===== src/rtl/slot_sequencer.sv =====
module slot_sequencer #(
  parameter int NUM_SLOTS = 12,
  parameter int LANES     = 4,
  parameter int CODE_W    = 4,
  localparam int ENTRY_W  = LANES * CODE_W,
  localparam int ADDR_W   = $clog2(NUM_SLOTS),
  localparam int SLOT_W   = $clog2(NUM_SLOTS + 1),
  localparam int CHAN_W   = $clog2(LANES)
) (
  input  logic                      clk,
  input  logic                      rst_n,
  input  logic                      cfg_we,
  input  logic [ADDR_W-1:0]         cfg_addr,
  input  logic [ENTRY_W-1:0]        cfg_wdata,
  input  logic                      frame_start,
  input  logic                      slot_adv,
  output logic [LANES-1:0]          lane_valid,
  output logic [LANES*CHAN_W-1:0]   lane_chan,
  output logic [SLOT_W-1:0]         cur_slot
);

  localparam int TABLE_W = ENTRY_W * NUM_SLOTS;
  localparam logic [SLOT_W-1:0] FIRST_SLOT = SLOT_W'(1);
  localparam logic [SLOT_W-1:0] LAST_SLOT  = SLOT_W'(NUM_SLOTS);
  localparam logic [ADDR_W-1:0] LAST_ADDR  = ADDR_W'(NUM_SLOTS - 1);

  logic [TABLE_W-1:0] staged_q, staged_d, active_q;
  logic [SLOT_W-1:0]  cnt_q, cnt_d, sel;
  logic [ENTRY_W-1:0] cur_entry;
  logic [LANES-1:0]   valid_d;
  logic [LANES*CHAN_W-1:0] chan_d;
  logic               wrap, commit;

  always_comb begin
    staged_d = staged_q;
    if (cfg_we && cfg_addr <= LAST_ADDR)
      staged_d[int'(cfg_addr)*ENTRY_W +: ENTRY_W] = cfg_wdata;
  end

  assign sel    = frame_start ? FIRST_SLOT : cnt_q;
  assign wrap   = slot_adv && sel == LAST_SLOT;
  assign commit = frame_start || wrap;

  assign cur_entry = frame_start ? staged_d[(int'(sel)-1)*ENTRY_W +: ENTRY_W]
                                 : active_q[(int'(sel)-1)*ENTRY_W +: ENTRY_W];

  always_comb begin
    cnt_d = cnt_q;
    if (slot_adv)         cnt_d = wrap ? FIRST_SLOT : sel + FIRST_SLOT;
    else if (frame_start) cnt_d = FIRST_SLOT;
  end

  for (genvar i = 0; i < LANES; i++) begin : g_lane
    logic [CODE_W-1:0] code;
    assign code = cur_entry[i*CODE_W +: CODE_W];
    assign valid_d[i] = (code >> CHAN_W) == CODE_W'(1);
    assign chan_d[i*CHAN_W +: CHAN_W] = valid_d[i] ? code[CHAN_W-1:0] : '0;

    AST_CHAN_ZERO_IDLE: assert property (@(posedge clk) disable iff (!rst_n)
      !lane_valid[i] |-> lane_chan[i*CHAN_W +: CHAN_W] == '0);
  end

  always_ff @(posedge clk or negedge rst_n) begin
    if (!rst_n) begin
      staged_q   <= '0;
      active_q   <= '0;
      cnt_q      <= FIRST_SLOT;
      lane_valid <= '0;
      lane_chan  <= '0;
      cur_slot   <= '0;
    end else begin
      staged_q <= staged_d;
      if (commit) active_q <= staged_d;
      cnt_q <= cnt_d;
      lane_valid <= slot_adv ? valid_d : '0;
      lane_chan  <= slot_adv ? chan_d  : '0;
      if (slot_adv) cur_slot <= sel;
    end
  end

  AST_SLOT_RANGE: assert property (@(posedge clk) disable iff (!rst_n)
    cnt_q >= FIRST_SLOT && cnt_q <= LAST_SLOT);

  AST_WRAP_TO_FIRST: assert property (@(posedge clk) disable iff (!rst_n)
    (slot_adv && !frame_start && cnt_q == LAST_SLOT) |=> (cnt_q == FIRST_SLOT && cur_slot == LAST_SLOT));

  AST_ADVANCE: assert property (@(posedge clk) disable iff (!rst_n)
    (slot_adv && !frame_start && cnt_q != LAST_SLOT) |=> (cur_slot == $past(cnt_q) && cnt_q == $past(cnt_q) + FIRST_SLOT));

  AST_FRAME_IDLE: assert property (@(posedge clk) disable iff (!rst_n)
    (frame_start && !slot_adv) |=> cnt_q == FIRST_SLOT);

  AST_FRAME_PRESENT: assert property (@(posedge clk) disable iff (!rst_n)
    (frame_start && slot_adv) |=> cur_slot == FIRST_SLOT);

  AST_NO_STROBE_QUIET: assert property (@(posedge clk) disable iff (!rst_n)
    !slot_adv |=> (lane_valid == '0 && $stable(cur_slot)));

  AST_TABLE_FROZEN: assert property (@(posedge clk) disable iff (!rst_n)
    (!frame_start && !(slot_adv && cnt_q == LAST_SLOT)) |=> $stable(active_q));

endmodule


===== config.mk =====
export PLATFORM = sky130hd
export DESIGN_NAME = slot_sequencer
export DESIGN_NICKNAME = d
export VERILOG_FILES = /design/src/rtl/slot_sequencer.sv
export SDC_FILE = /design/constraint.sdc
export NUM_CORES = 1
export LEC_CHECK = 0
export BUFFER_PORTS_ARGS = -buffer_cell sky130_fd_sc_hd__buf_2
export CORE_MARGIN = 1
export CORE_UTILIZATION = 56
export CTS_BUF_LIST = sky130_fd_sc_hd__clkbuf_4 sky130_fd_sc_hd__clkbuf_8 sky130_fd_sc_hd__clkbuf_16
export CTS_CLUSTER_DIAMETER = 100
export DETAILED_ROUTE_END_ITERATION = 6
export MAX_ROUTING_LAYER = met4
export PLACE_DENSITY = 0.87
export SETUP_SLACK_MARGIN = 0.05
export SYNTH_ARGS = -nofsm -noshare
export SYNTH_HDL_FRONTEND = slang
export SYNTH_SLANG_ARGS = --single-unit

===== constraint.sdc =====
create_clock -name clk -period 3.1 [get_ports clk]
set_clock_uncertainty 0.1 [all_clocks]
set_input_delay 0.62 -clock clk [delete_from_list [all_inputs] [get_ports clk]]
set_output_delay 0.62 -clock clk [all_outputs]
set_load 0.005 [all_outputs]

==> flow_metrics.tcl <==
set metrics [dict create \
    drtIter0Drc 1412 \
    max_freq_ghz 0.344 \
    synth.area.mux_share_pct 16.9 \
    die_width_um 180 \
    die_h_um 180 \
    synth-xor-area-share_pct 0.388 \
    grt_overflow 0 \
    hold_violations 0 \
    cts_tree "done" \
    rsz0062_at_grt "no" \
    worst-setup-path-type "flip-flop to flip-flop" \
    p_sw_w 0.00395 \
    clkTransAtPathRegs_ns 0.06 \
    async_flop_share_pct 100 \
    seq_area_um2 10100 \
    p_int_w 0.0107 \
    worst_pin_slew_ns 0.633 \
    insertion_delay_ns 0.55 \
    p_seq_share_pct 43.8 \
    syn_inst 1552 \
    pwr-share-clk_pct 38.2 \
    holdPathEnd "staged_q[178]" \
    yosysUniqueCellTypes 79 \
    cp_max_fo 46 \
    cap_violations 0 \
    p_leak_nw 10.3 \
    n_fill_cell 2154 \
    hold_path_class "primary input to flip-flop" \
    globalRouteTotalUtil_pct 34.4 \
    syn-num-nets 1582 \
    finalCritPeriodShare_pct 93.8 \
    endpoint_kind "flip-flop" \
    viasPerCell 6.27 \
    synth_edf_count 0 \
    finalCriticalPeriod_ns 2.91 \
    outcome "finished clean" \
    drv_slew 0 \
    placed_cells 2056 \
    drt-total-wl_mm 52.7 \
    r2r_end "lane_chan[1]" \
    arrival_ns 3.23 \
    root_buffer "clkbuf_16" \
    ir_worst_vdd_mv 0.455 \
    grt_max_degree 87 \
    num_vias 13400 \
    place.gp.congestion 0.970 \
    crit_path_start_kind "flip-flop" \
    nets 1735 \
    layout-drive-gt1-share_pct 31.6 \
    fin_cells 2134 \
    port_buffers 40 \
    initial_core_util_pct 57.4 \
    timing.rr.start "cnt_q[0]" \
    h-tree-depth 2 \
    r2r_slack_ns 0.19 \
    coreArea_um2 30900 \
    netSwitchingFraction_pct 27.0 \
    fin_setup_tns_ns 0 \
    required_ns 3.42 \
    ctsResizeCount 0 \
    cts.sinks 404 \
    synth_top_family_by_area "multiplexers" \
    yosysWarningCount 0 \
    die-area_um2 32400 \
    timing.slew.headroom_pct 57.7 \
    multi_input_area_um2 7010 \
    synth_ff_type "dfrtp_1" \
    synthesis.area_um2 17700 \
    firstDrtPassIters 5 \
    drc 0 \
    cts_max_path_buffers 3 \
    worstHoldStart "cfg_wdata[2]" \
    synth_compound_area_share_pct 12.0 \
    antenna_found_initial 2 \
    ys_ff_latch 404 \
    p_comb_share_pct 18.0 \
    cts_buffers 42 \
    yosysSeqAreaShare_pct 57.0 \
    grt_pass1_vias 13700 \
    syn_avg_cell_area_um2 11.4 \
    yosys.area_share.simple_pct 9.61 \
    grt_pass1_wl_mm 81.6 \
    area_growth_pct 19.8 \
    io_pins 41 \
    setup_viol 0 \
    hpwlAfterDp_mm 35.7 \
    synth-adder-area-share_pct 0.353 \
    wire_per_inst_um 24.7 \
    powerDensity_nw_per_um2 688 \
    r2r_cells 8 \
    row_count 64 \
    worstHoldPathCells 3 \
    antenna_left 0 \
]
==> worst max-delay path by stage <==
stage                         to   startpoint  cells past startpoint
floorplan           lane_chan[4]  frame_start                     12
global placement    lane_chan[1]  cfg_addr[0]                     13
detailed placement  lane_chan[1]  cfg_addr[0]                     13
CTS                 lane_chan[7]     cnt_q[0]                      9
global route        lane_chan[6]     cnt_q[0]                     11
finish              lane_chan[1]     cnt_q[0]                      8
==> flip-flops by register name, summed over array words and instances (netlist names) <==
name	flops
active_q	192
staged_q	192
lane_chan	8
cnt_q	4
cur_slot	4
lane_valid	4
==> power groups by stage <==
stage / sequential (W) / clock, W / combinational [W]
after floorplan: 0.00634 / 0 / 0.00158
after global placement: 0.00643 / 0 / 0.00248
after detailed placement: 0.00648 / 0 / 0.00256
after CTS: 0.00640 / 0.00562 / 0.00260
after global routing: 0.00648 / 0.00584 / 0.00282
final: 0.00641 / 0.00559 / 0.00263
==> synth_stat cells (27+ instances only) <==
library cell / instances / area (um^2)
a21oi_1: 68 / 340
buf_2: 27 / 135
clkbuf_1: 69 / 259
dfrtp_1: 403 / 10100
inv_1: 55 / 206
mux2_2: 209 / 2350
mux2i_1: 28 / 280
nand2_1: 210 / 788
nor2_1: 56 / 210
nor3_1: 27 / 135
o21ai_0: 121 / 606
o31ai_1: 31 / 233
==> critical path, cell delays in order (launching register included) <==
cell,delay (ns)
dfstp_4,0.52
buf_12,0.20
nor3_1,0.38
xor2_1,0.30
buf_4,0.19
nand2_1,0.20
o311ai_0,0.64
buf_4,0.22
nor4_1,0.04
==> cells by family (layout without fill, tap and decap cells) <==
family | count (synthesis) | count (layout)
buffers and inverters | 165 | 349
adders and majority gates | 5 | 5
DFF | 404 | 404
other | 0 | 2
AOI/OAI and AO/OA | 334 | 334
xor gates and xnor gates | 7 | 7
and+or+nand+nor | 384 | 384
muxes | 253 | 253
==> what timing repair did <==
item / CTS / global route
buffers inserted: 0 / 0
hold buffers: 1 / 0
endpoints found under the hold margin: 11 / 0
==> routing by layer <==
layer	up-vias	global-route usage (%)	routed length [um]
li1	5796	-	-
met1	6791	43.6	21000
met2	627	53.3	25100
met3	173	6.77	4060
met4	0	16.8	2610
met5	-	-	0
==> layout by cell type, fill, tap and decap left out, types with 10 or more instances in the layout <==
cell,n
dfrtp_1,403
nand2_1,209
mux2_2,209
buf_4,152
o21ai_0,121
a21oi_1,67
inv_1,55
nor2_1,55
clkbuf_16,45
buf_2,39
o31ai_1,31
mux2i_1,28
nor3_1,27
buf_12,26
nand3_1,24
mux4_2,16
nand2b_1,15
nor2b_1,14
o221ai_1,13
o32ai_1,10
==> area by class of cell <==
class,count,share of cell area (%)
clock inverters,16,1.30
multi-input cells,983,33.0
repair buffers,219,8.85
flip-flops and latches,404,47.6
clock buffers,59,5.97
inverters,55,0.971
diodes,2,0.0235
well taps,396,2.33
==> per-stage QoR <==
step	setup WS (ns)	total power, W	hold WS (ns)	util [%]	instance area, um^2
after floorplan	0.0465	0.00792	0.224	-	17800
after global placement	-0.117	0.00891	0.355	63.7	19700
after detailed placement	-0.152	0.00904	0.362	63.7	19700
after CTS	0.178	0.0146	0.320	68.8	21300
after global routing	0.0653	0.0151	0.360	68.8	21300
final	0.191	0.0146	0.344	68.8	21300
(Power assumes the default switching activity.)
